### src/rtl/arx_pkg.sv
package arx_pkg;
  // rotation amounts depend only on word size
  function automatic int unsigned rot_a(input int unsigned w);
    return (w == 16) ? 7 : 8;
  endfunction

  function automatic int unsigned rot_b(input int unsigned w);
    return (w == 16) ? 2 : 3;
  endfunction
endpackage

### src/rtl/arx_round.sv
module arx_round #(
  parameter int unsigned W  = 32,
  parameter int unsigned RA = 8,
  parameter int unsigned RB = 3
) (
  input  logic [W-1:0] x_i,
  input  logic [W-1:0] y_i,
  input  logic [W-1:0] k_i,
  output logic [W-1:0] x_o,
  output logic [W-1:0] y_o
);
  logic [W-1:0] x_rot, y_rot, x_new;

  assign x_rot = (x_i >> RA) | (x_i << (W - RA));
  assign y_rot = (y_i << RB) | (y_i >> (W - RB));
  assign x_new = (x_rot + y_i) ^ k_i;
  assign x_o   = x_new;
  assign y_o   = y_rot ^ x_new;
endmodule

### src/rtl/arx_key_sched.sv
module arx_key_sched #(
  parameter int unsigned W     = 32,
  parameter int unsigned KW    = 4,
  parameter int unsigned CNT_W = 5,
  parameter int unsigned RA    = 8,
  parameter int unsigned RB    = 3
) (
  input  logic            clk_i,
  input  logic            rst_ni,
  input  logic            load_i,
  input  logic            step_i,
  input  logic [W*KW-1:0] key_i,
  input  logic [CNT_W-1:0] cnt_i,
  output logic [W-1:0]    rk_o
);
  localparam int unsigned LD = KW - 1;

  logic [W-1:0] k_q;
  logic [W-1:0] l_q [LD];
  logic [W-1:0] l_nxt, k_nxt, rc;

  assign rc = {{(W-CNT_W){1'b0}}, cnt_i};

  // schedule step reuses the data round, counter as round key
  arx_round #(.W(W), .RA(RA), .RB(RB)) u_ks_round (
    .x_i(l_q[0]),
    .y_i(k_q),
    .k_i(rc),
    .x_o(l_nxt),
    .y_o(k_nxt)
  );

  always_ff @(posedge clk_i or negedge rst_ni) begin
    if (!rst_ni)     k_q <= '0;
    else if (load_i) k_q <= key_i[W-1:0];
    else if (step_i) k_q <= k_nxt;
  end

  // l ring: read slot 0, write newest word into top slot
  for (genvar j = 0; j < LD; j++) begin : g_lring
    always_ff @(posedge clk_i or negedge rst_ni) begin
      if (!rst_ni)     l_q[j] <= '0;
      else if (load_i) l_q[j] <= key_i[(j+1)*W +: W];
      else if (step_i) begin
        if (j == LD - 1) l_q[j] <= l_nxt;
        else             l_q[j] <= l_q[(j+1) % LD];
      end
    end
  end

  assign rk_o = k_q;
endmodule

### src/rtl/arx_ctrl.sv
module arx_ctrl #(
  parameter int unsigned ROUNDS = 27,
  parameter int unsigned CNT_W  = 5
) (
  input  logic             clk_i,
  input  logic             rst_ni,
  input  logic             start_i,
  output logic             load_o,
  output logic             step_o,
  output logic [CNT_W-1:0] cnt_o,
  output logic             done_o
);
  logic             busy_q, done_q, last;
  logic [CNT_W-1:0] cnt_q;

  assign last   = busy_q && (cnt_q == CNT_W'(ROUNDS - 1));
  assign load_o = start_i && !busy_q;
  assign step_o = busy_q;

  always_ff @(posedge clk_i or negedge rst_ni) begin
    if (!rst_ni) begin
      busy_q <= 1'b0;
      cnt_q  <= '0;
      done_q <= 1'b0;
    end else begin
      done_q <= last;
      if (load_o) begin
        busy_q <= 1'b1;
        cnt_q  <= '0;
      end else if (busy_q) begin
        cnt_q <= cnt_q + 1'b1;
        if (last) busy_q <= 1'b0;
      end
    end
  end

  assign cnt_o  = cnt_q;
  assign done_o = done_q;
endmodule

### src/rtl/arx_block_enc.sv
module arx_block_enc #(
  parameter int unsigned WORD_W    = 32,
  parameter int unsigned KEY_WORDS = 4,
  parameter int unsigned ROUNDS    = 27
) (
  input  logic                          clk_i,
  input  logic                          rst_ni,
  input  logic                          start_i,
  input  logic [2*WORD_W-1:0]           pt_i,
  input  logic [KEY_WORDS*WORD_W-1:0]   key_i,
  output logic [2*WORD_W-1:0]           ct_o,
  output logic                          done_o
);
  import arx_pkg::*;

  localparam int unsigned BLK_W = 2 * WORD_W;
  localparam int unsigned CNT_W = $clog2(ROUNDS + 1);
  localparam int unsigned RA    = rot_a(WORD_W);
  localparam int unsigned RB    = rot_b(WORD_W);

  logic              load, busy;
  logic [CNT_W-1:0]  cnt;
  logic [WORD_W-1:0] x_q, y_q, x_nxt, y_nxt, rk;

  arx_ctrl #(.ROUNDS(ROUNDS), .CNT_W(CNT_W)) u_ctrl (
    .clk_i  (clk_i),
    .rst_ni (rst_ni),
    .start_i(start_i),
    .load_o (load),
    .step_o (busy),
    .cnt_o  (cnt),
    .done_o (done_o)
  );

  arx_key_sched #(.W(WORD_W), .KW(KEY_WORDS), .CNT_W(CNT_W), .RA(RA), .RB(RB)) u_ks (
    .clk_i  (clk_i),
    .rst_ni (rst_ni),
    .load_i (load),
    .step_i (busy),
    .key_i  (key_i),
    .cnt_i  (cnt),
    .rk_o   (rk)
  );

  arx_round #(.W(WORD_W), .RA(RA), .RB(RB)) u_data_round (
    .x_i(x_q),
    .y_i(y_q),
    .k_i(rk),
    .x_o(x_nxt),
    .y_o(y_nxt)
  );

  always_ff @(posedge clk_i or negedge rst_ni) begin
    if (!rst_ni) begin
      x_q <= '0;
      y_q <= '0;
    end else if (load) begin
      x_q <= pt_i[BLK_W-1:WORD_W];
      y_q <= pt_i[WORD_W-1:0];
    end else if (busy) begin
      x_q <= x_nxt;
      y_q <= y_nxt;
    end
  end

  assign ct_o = {x_q, y_q};
endmodule

### config.mk
export PLATFORM = sky130hd
export DESIGN_NAME = arx_block_enc
export DESIGN_NICKNAME = d
export VERILOG_FILES = /design/src/rtl/arx_pkg.sv /design/src/rtl/arx_round.sv /design/src/rtl/arx_key_sched.sv /design/src/rtl/arx_ctrl.sv /design/src/rtl/arx_block_enc.sv
export SDC_FILE = /design/constraint.sdc
export NUM_CORES = 1
export LEC_CHECK = 0
export BUFFER_PORTS_ARGS = -buffer_cell sky130_fd_sc_hd__buf_2
export CORE_MARGIN = 3
export CORE_UTILIZATION = 45
export CTS_CLUSTER_DIAMETER = 50
export DETAILED_ROUTE_END_ITERATION = 16
export PLACE_DENSITY = 0.73
export SLEW_MARGIN = 20
export SYNTH_ARGS = -nofsm -noshare
export SYNTH_HDL_FRONTEND = slang
export SYNTH_SLANG_ARGS = --single-unit
### constraint.sdc
create_clock -name clk_i -period 2.78 [get_ports clk_i]
set_input_delay 0.139 -clock clk_i [delete_from_list [all_inputs] [get_ports clk_i]]
set_output_delay 0.139 -clock clk_i [all_outputs]
set_load 0.005 [all_outputs]
==> reports/results.txt, run 1 <==
Die height - 177.8 um
Top post-synthesis cells by area - dfrtp_1 (37%), mux2i_1 (10%), xnor2_1 (8.0%), ha_1 (6.0%), o21ai_0 (5.7%)
Initial antenna violation count - 1
Final Max Tran Viols - 0
Placed cell areas - 0.01582 mm2
Register area share after synthesis - 37.49%
Met1 wire length - 19.63 mm
Total GRT Usage - 27.97%
Outcome - finished, violations left
Routed via count - 12830
Final Cell Area - 0.01800 mm2
Final ANT Viol Nets - 0
Cells after Synth - 1453
Crit path kind - flop to flop
Met2 wire len - 21.03 mm
CP Data Arrival Time - 3090 ps
Largest net degree at the start of global routing - 168
Starting Density - 45.91%
Worst Tran Pin Value - 660.9 ps
Placed wire-length estimate - 33.21 mm
Drt pass-1 iters - 5
Clock slew at reported path FFs - 80 ps
Critical path endpoint category - flop
Wire length per cell - 19.70 um
EDFF count, synth - 0
Yosys top cell by area - dfrtp_1
CTS sink cnt - 199
Number of max-cap violations - 0
Top-count cell post-synth - dfrtp_1
#FFs+latches synth - 199
Ant diodes - 0
Num CTS Buffers - 17
Cell variety after synth - 65
Worst Clk Skew - 18.05 ps
Post-synth top cells - dfrtp_1 (199), nand2_1 (185), o21ai_0 (150), mux2i_1 (135), xnor2_1 (122)
GRT Residual Overflow - 0
Die width - 177.8 um
Worst-Skew Late Latency - 450 ps
Nets - 2152
WL met3 - 3.121 mm
GPL Wtd Cong - 0.9446
Final WL - 45.07 mm
DRT iter0 DRCs - 942
H-tree levels - 4
Hold_ws - -3.418 ps
Vias in the first global route - 12700
Drt drc - 0
Die Area - 0.03162 mm2
Part of the cycle the worst path needs - 99.07%
Relative slew slack - 55.94%
RSZ-0062 raised after global routing - true
Clk Tree Root Cell - clkbuf_16
Main synth FF type - dfrtp_1
Final hold violation count - 1
Vias/cell - 5.605
Core area - 0.02894 mm2
Syn Area/Cell - 9.142 um2
Yosys top cell area share - 37.49%
CTS tree - built
Post-synth ARST share - 100.0%
Buffer depth of the longest clock path - 2
Startpoint types - flop
Ys Warns - 0
Num rows - 62
Worst-path fanout max - 4
Failing checks - negative hold slack
Synth Cell Area - 0.01328 mm2
Global-route wire length before repair - 68.67 mm
Synth-to-layout area growth - 35.52%
Port Buffers - 259
Setup violators final - 0
Min cycle time layout - 2754 ps
Top Metal Used - met4
Worst hold path type - input port to flop
Max frequency - 363.1 MHz
Layout cell share with drive strength beyond 1 - 27.05%
Ports - 260
WP data required - 3110 ps
Syn_nets - 1714
==> timing repair <==
item,CTS,global route
gates resized for setup,14,63
cloned,0,0
setup buffers,2,9
endpoints found under the hold margin,151,0
hold buffers,105,0
pin swaps,13,36
setup endpoints to repair,16,56
==> stage by stage <==
step,hold slack [ps],setup TNS [ps],cells,setup slack [ps],utilization (%)
global route,13.94,-921.5,2288,-148.0,62.22
CTS,0.06337,-28.87,2281,-18.54,60.70
floorplan,-156.6,0,1453,174.3,-
detailed placement,135.9,-892.1,2142,-159.2,54.69
global placement,143.0,-608.8,2142,-167.0,54.69
finish,-3.418,0,2288,25.88,62.22
==> cells by family after synthesis <==
family	Yosys count	synth area share, %
AOI/OAI and AO/OA	421	19.10
and+or+nand+nor	352	12.05
DFF	199	37.49
xor gates and xnor gates	169	11.30
muxes	141	10.68
buffers and inverters	105	3.052
adders and majority gates	66	6.329
==> state kept, by name, indices dropped and copies added, names as in the netlist <==
signal         cells
u_ctrl.step_o      1
y_q               32
u_ks.l_q          96
u_ks.rk_o         32
x_q               32
u_ctrl.cnt_o       5
u_ctrl.done_o      1
==> final timing paths <==
check | startpoint | to | slack, ps | cells past startpoint
max | u_ks.l_q[72] | u_ks.rk_o[30] | 30 | 13
min reg2reg | u_ks.l_q[8] | u_ks.l_q[40] | 490 | 2
max reg2reg | u_ks.l_q[72] | u_ks.rk_o[30] | 30 | 13
max in group asynchronous | rst_ni | x_q[21] | 1830 | 3
min in group asynchronous | rst_ni | y_q[3] | 230 | 2
min | key_i[101] | u_ks.l_q[5] | -3 | 3
==> layout by cell type (no fill, tap or decap), types with 26 or more instances in the layout <==
cell / instances
buf_4: 133
nor2_1: 43
ha_1: 49
xnor2_1: 113
o21ai_0: 148
nor2b_1: 54
buf_2: 257
mux2i_1: 135
nand2_1: 184
dfrtp_1: 193
dlygate4sd3_1: 105
xor2_1: 43
a211oi_1: 52
a21oi_1: 96
a21o_1: 26
==> layer usage <==
layer	global-route usage (%)	vias to the layer above
met4	9.031	0
li1	-	6019
met3	4.429	77
met2	45.51	512
met1	38.26	6217
met5	0	-
==> layout make-up <==
cell class                      instances  area [um2]
Fill cell                            2389       10930
Multi-Input combinational cell       1149        8346
Sequential cell                       199        4990
Timing Repair Buffer                  504        3505
Tap cell                              384       480.5
Clock buffer                           17       425.4
Clock inverter                         15       181.4
Inverter                               20       75.07
==> worst max-delay path, stage by stage, from the launching register on <==
cell      delay [ps]
dfrtp_1          400
ha_2             200
inv_2             50
fa_2             200
nor2b_2           50
o31a_1           290
o22ai_4          230
o211ai_1         110
buf_4            170
a31o_1           180
a21oi_2          160
o31a_1           190
xnor3_1          230
o21a_1           190
Power of run 1 is not shown: default switching activity piles up to over one toggle a cycle in this logic, so the estimate is an artifact.
==> inputs of run 2 (changes only) <==
--- a/config.mk
+++ b/config.mk
@@ -10,7 +10,9 @@
 export CORE_UTILIZATION = 45
 export CTS_CLUSTER_DIAMETER = 50
 export DETAILED_ROUTE_END_ITERATION = 16
+export MAX_ROUTING_LAYER = met4
 export PLACE_DENSITY = 0.73
+export SETUP_SLACK_MARGIN = 0.05
 export SLEW_MARGIN = 20
 export SYNTH_ARGS = -nofsm -noshare
 export SYNTH_HDL_FRONTEND = slang
==> run 2 against run 1 <==
The run still ends with negative hold slack left. Non-clock buffer count fell by 9. First-iteration DRC count down 8.1%. Final cell count is 0.39% lower. Clock skew rose by 1.7 ps. Via count is 1.3% lower. Critical path type unchanged. Critical endpoint unchanged.
==> reports/results.txt, run 2 (synthesis results as in run 1) <==
GRT Residual Overflow - 0 (unchanged)
Synth-to-layout area growth - 36.12%
Max reg flops - 96 (unchanged)
Outcome - finished, violations left
Relative slew slack - 50.92% (-5.0 points)
Vias/cell - 5.552 (-0.96%)
Hold_ws - -7.736 ps (-4.318 ps)
Clock slew at reported path FFs - 80 ps (about the same)
Ant diodes - 0 (unchanged)
Most frequent cells in the layout - buf_2 (257), dfrtp_1 (197), nand2_1 (184)
Num CTS Buffers - 17 (unchanged)
Startpoint types - flop
Drt pass-1 iters - 6 (+1)
Critical path endpoint category - flop
Post-route setup slack - 24.58 ps (-1.293 ps)
Max frequency - 362.9 MHz (about the same)
Final hold violation count - 1 (unchanged)
R2r setup slk - 20 ps (about the same)
Min cycle time layout - 2755 ps (+1.293 ps)
Critical path launch point - u_ks.l_q[72]
Final Max Tran Viols - 0 (unchanged)
WP data required - 3110 ps (about the same)
RSZ-0062 raised after global routing - true
R2R depth - 13 (unchanged)
Largest net degree at the start of global routing - 157 (-6.5%)
Initial antenna violation count - 0 (-1)
Nets - 2143 (-0.42%)
Starting Density - 45.91% (unchanged)
CTS sink cnt - 199 (unchanged)
Num rows - 62 (unchanged)
Fill count - 2379 (-0.42%)
Layout cell share with drive strength beyond 1 - 28.28% (+1.2 points)
Clk Tree Root Cell - clkbuf_16
Setup violators final - 0 (unchanged)
Ports - 260 (unchanged)
Buffer depth of the longest clock path - 2 (unchanged)
Worst-Skew Late Latency - 450 ps (about the same)
Vias in the first global route - 12310 (-3.0%)
Top reg by flops - u_ks.l_q
Die width - 177.8 um (unchanged)
Die height - 177.8 um (unchanged)
Final ANT Viol Nets - 0 (unchanged)
CP Data Arrival Time - 3090 ps (about the same)
H-tree levels - 4 (unchanged)
Total GRT Usage - 28.18% (+0.21 points)
WHS Endpoint - u_ks.l_q[26]
Global-route wire length before repair - 67.71 mm (-1.4%)
Worst Tran Pin Value - 736.1 ps (+75.25 ps)
Part of the cycle the worst path needs - 99.12% (about the same)
Worst Hold Launch - key_i[122]
Hold path depth - 3 (unchanged)
CTS tree - built
DRT iter0 DRCs - 866 (-8.1%)
Drt drc - 0 (unchanged)
Commonest non-fill, non-tap cell in the layout - buf_2
Crit Reg-Reg Startpoint - u_ks.l_q[72]
Reg2Reg Capture Point - u_ks.rk_o[30]
Port Buffers - 259 (unchanged)
Worst-path fanout max - 3 (-1)
Number of max-cap violations - 0 (unchanged)
Core area - 0.02894 mm2 (unchanged)
Placed wire-length estimate - 32.87 mm (-1.0%)
Failing checks - negative hold slack
Pre-CTS setup slack - -133.9 ps (+25.24 ps)
Worst Clk Skew - 19.76 ps (+1.703 ps)
Crit path kind - flop to flop
Routed via count - 12650 (-1.3%)
Worst hold path type - input port to flop
Final WL - 44.40 mm (-1.5%)
Die Area - 0.03162 mm2 (unchanged)
Wire length per cell - 19.48 um (-1.1%)
GPL Wtd Cong - 0.9581 (+1.4%)
run 2: timing repair:
item / 4_1_cts / 5_1_grt
endpoints found under the hold margin: 156 / 0
pin swaps: 14 / 48
resized for setup: 23 / 90
setup buffers: 4 / 5
cloned: 0 / 0
setup endpoints to repair: 30 / 67
hold buffers: 94 / 0
run 2: worst max-delay path, cell delays in order, from the launching register on:
cell and delay (ps):
dfrtp_1 390, ha_2 210, inv_2 40, fa_2 340, nor2b_2 150, o31a_1 200
o22ai_2 120, o211ai_1 180, buf_4 160, a31o_1 150, a21oi_2 70, o31a_1 270
xnor3_1 200, o21a_1 180
run 2: how the worst max path moves through the flow:
stage | to | slack, ps | cells past startpoint
detailed placement | x_q[28] | -130 | 11
floorplan | u_ks.rk_o[30] | 170 | 12
CTS | u_ks.rk_o[28] | 30 | 13
global placement | x_q[28] | -160 | 11
finish | u_ks.rk_o[30] | 20 | 13
global route | u_ks.rk_o[30] | -140 | 13
run 2: stage by stage:
stage / area (um2) / hold slack (ps) / instances / util [%] / setup TNS [ps]
3_5_place_dp: 15850 / 182.1 / 2144 / 54.78 / -706.6
5_1_grt: 18080 / 2.332 / 2279 / 62.49 / -719.0
2_1_floorplan: 13280 / -156.6 / 1453 / - / 0
6_report: 18080 / -7.736 / 2279 / 62.49 / 0
4_1_cts: 17590 / 0.2824 / 2274 / 60.79 / 0
3_3_place_gp: 15850 / 181.1 / 2144 / 54.78 / -627.2
run 2: final cells by class:
| cell class | instances | area [um2] | area share (%) |
|---|---|---|---|
| Clock buffer | 17 | 425.4 | 2.353 |
| Clock inverter | 15 | 193.9 | 1.073 |
| Inverter | 20 | 75.07 | 0.4152 |
| Multi-Input combinational cell | 1149 | 8493 | 46.97 |
| Sequential cell | 199 | 4985 | 27.57 |
| Tap cell | 384 | 480.5 | 2.657 |
| Timing Repair Buffer | 495 | 3430 | 18.97 |
run 2: metal layers:
metal / wire [um] / vias up / global-route usage, % / part of all wire (%)
met5: 0 / - / - / 0
met4: 649 / 0 / 5.399 / 1.5
met3: 2441 / 40 / 2.888 / 5.5
met2: 21070 / 448 / 45.63 / 47
met1: 20240 / 6160 / 38.87 / 46
li1: - / 6004 / - / -
Power of run 2 is left out for the same reason.
==> inputs of run 3 (changes only) <==
--- a/config.mk
+++ b/config.mk
@@ -6,13 +6,15 @@
 export NUM_CORES = 1
 export LEC_CHECK = 0
 export BUFFER_PORTS_ARGS = -buffer_cell sky130_fd_sc_hd__buf_2
+export CELL_PAD_IN_SITES_DETAIL_PLACEMENT = 1
+export CELL_PAD_IN_SITES_GLOBAL_PLACEMENT = 1
 export CORE_MARGIN = 3
-export CORE_UTILIZATION = 45
+export CORE_UTILIZATION = 39
 export CTS_CLUSTER_DIAMETER = 50
 export DETAILED_ROUTE_END_ITERATION = 16
 export MAX_ROUTING_LAYER = met4
-export PLACE_DENSITY = 0.73
-export SETUP_SLACK_MARGIN = 0.05
+export PLACE_DENSITY = 0.81
+export SETUP_SLACK_MARGIN = 0.2
 export SLEW_MARGIN = 20
 export SYNTH_ARGS = -nofsm -noshare
 export SYNTH_HDL_FRONTEND = slang
==> constraint.sdc (replaced) <==
create_clock -name clk_i -period 2.78 [get_ports clk_i]
set_input_delay 0.278 -clock clk_i [delete_from_list [all_inputs] [get_ports clk_i]]
set_output_delay 0.278 -clock clk_i [all_outputs]
set_load 0.005 [all_outputs]
==> run 3 against run 2 <==
The flow finishes with violations (negative setup slack). Clock-buffer cell count unchanged. Wire length is 30% higher. Via count increased by 6.0%. Non-clock buffer count decreased by 32. Critical path type unchanged. Largest cell class unchanged.
==> reports/results.txt, run 3 (synthesis results as in run 1) <==
Outcome - finished, violations left
Failing checks - negative setup slack
Relative slew slack - 37.27% (-14 points)
Die width - 190.6 um (+7.2%)
Synth-to-layout area growth - 39.93%
Largest net degree at the start of global routing - 197 (+25%)
Startpoint types - flop
Min cycle time layout - 2842 ps (+86.48 ps)
Port Buffers - 259 (unchanged)
Core area - 0.03303 mm2 (+14%)
Post-route setup slack - -61.89 ps (-86.48 ps)
Crit Reg-Reg Startpoint - u_ks.l_q[78]
H-tree levels - 4 (unchanged)
Worst Tran Pin Value - 939.9 ps (+203.7 ps)
Worst-path fanout max - 5 (+2)
Num rows - 66 (+6.5%)
Ports - 260 (unchanged)
Vias in the first global route - 13810 (+12%)
Final std cells w/o fill - 2306 (+1.2%)
Worst Hold Launch - key_i[120]
Total Negative Setup Slacks - -180.4 ps (-180.4 ps)
CTS sink cnt - 199 (unchanged)
Worst Clk Skew - 11.98 ps (-7.774 ps)
Buffer depth of the longest clock path - 2 (unchanged)
Die height - 190.6 um (+7.2%)
Crit path kind - flop to flop
Starting Density - 40.22% (-5.7 points)
CTS tree - built
Routed via count - 13410 (+6.0%)
Max frequency - 351.9 MHz (-3.0%)
Placed wire-length estimate - 37.88 mm (+15%)
Worst-Skew Late Latency - 470 ps (+20 ps)
GRT Residual Overflow - 0 (unchanged)
Worst hold path type - input port to flop
GPL Wtd Cong - 0.9024 (-5.8%)
Commonest non-fill, non-tap cell in the layout - buf_2
Critical path endpoint category - flop
Wire length per cell - 25.07 um (+29%)
Layout Utilization - 56.27% (-6.2 points)
Number of max-cap violations - 0 (unchanged)
Final hold violation count - 0 (-1)
RSZ-0062 raised after global routing - true
WP data required - 3090 ps (-20 ps)
Max reg flops - 96 (unchanged)
Number of cells after detailed placement - 2213 (+3.2%)
Layout cell share with drive strength beyond 1 - 37.73% (+9.4 points)
Final Max Tran Viols - 0 (unchanged)
Num CTS Buffers - 17 (unchanged)
Die Area - 0.03631 mm2 (+15%)
Final ANT Viol Nets - 0 (unchanged)
Total GRT Usage - 29.20% (+1.0 points)
Clock slew at reported path FFs - 90 ps (about the same)
Most frequent cells in the layout - buf_2 (257), dfrtp_1 (192), buf_4 (180)
Drt drc - 0 (unchanged)
Final WL - 57.81 mm (+30%)
Global-route wire length before repair - 79.47 mm (+17%)
Initial antenna violation count - 1 (+1)
Top reg by flops - u_ks.l_q
Critical path launch point - u_ks.l_q[78]
Setup violators final - 8 (+8)
DRT iter0 DRCs - 977 (+13%)
Nets - 2111 (-1.5%)
CP Data Arrival Time - 3150 ps (+60 ps)
Drt pass-1 iters - 8 (+2)
Part of the cycle the worst path needs - 102.2% (+3.1 points)
Vias/cell - 5.816 (+4.8%)
Clk Tree Root Cell - clkbuf_16
-- run 3: layout make-up --
class | count | area [um2]
diodes | 1 | 2.502
clock buffers | 17 | 425.4
clock inverters | 15 | 175.2
fillers | 3743 | 14440
inverters | 20 | 75.07
multi-input cells | 1149 | 9369
flip-flops and latches | 199 | 4991
well taps | 442 | 553.0
repair buffers | 463 | 2997
-- run 3: timing repair --
item | CTS | global route
cloned | 0 | 0
buffers inserted | 29 | 30
hold endpoints to repair | 45 | 0
endpoints found under the setup margin | 66 | 78
resized for setup | 116 | 159
pin swaps | 64 | 86
hold buffers | 1 | 0
-- run 3: per-layer routing --
metal	global-route usage [%]	routed length (um)	vias to the layer above	part of all wire [%]
li1	-	-	5924	-
met2	47.79	28350	574	49
met3	4.393	3162	146	5.5
met5	-	0	-	0
met4	10.05	2390	0	4.1
met1	37.18	23910	6768	41
-- run 3: worst paths after layout --
kind	to	slack (ps)	depth (start not counted)
max in group asynchronous	u_ks.l_q[87]	1490	3
min in group asynchronous	x_q[11]	350	2
worst min-delay path	u_ks.l_q[24]	90	3
worst max register to register	u_ks.rk_o[19]	-60	11
worst max-delay path	u_ks.rk_o[19]	-60	11
worst min register to register	u_ks.l_q[42]	480	2
-- run 3: through the flow --
stage,area (um2),worst slack (ps),hold WS [ps]
after global placement,16020,-100.1,278.2
after floorplan,13310,200.4,-17.59
final,18590,-61.89,90.76
after detailed placement,16020,-123.2,279.3
after global routing,18590,-129.5,91.17
after CTS,17520,47.42,80.27
-- run 3: critical path, stage by stage, from the launching register on --
cell and delay (ps):
dfrtp_1 430, ha_2 350, nand2_1 120, nand2_1 160, a32o_1 350, or2_1 260
o21ai_2 230, o221ai_2 140, a21oi_2 260, buf_4 170, xnor2_2 100, a21oi_1 100
Power of run 3 is left out for the same reason.
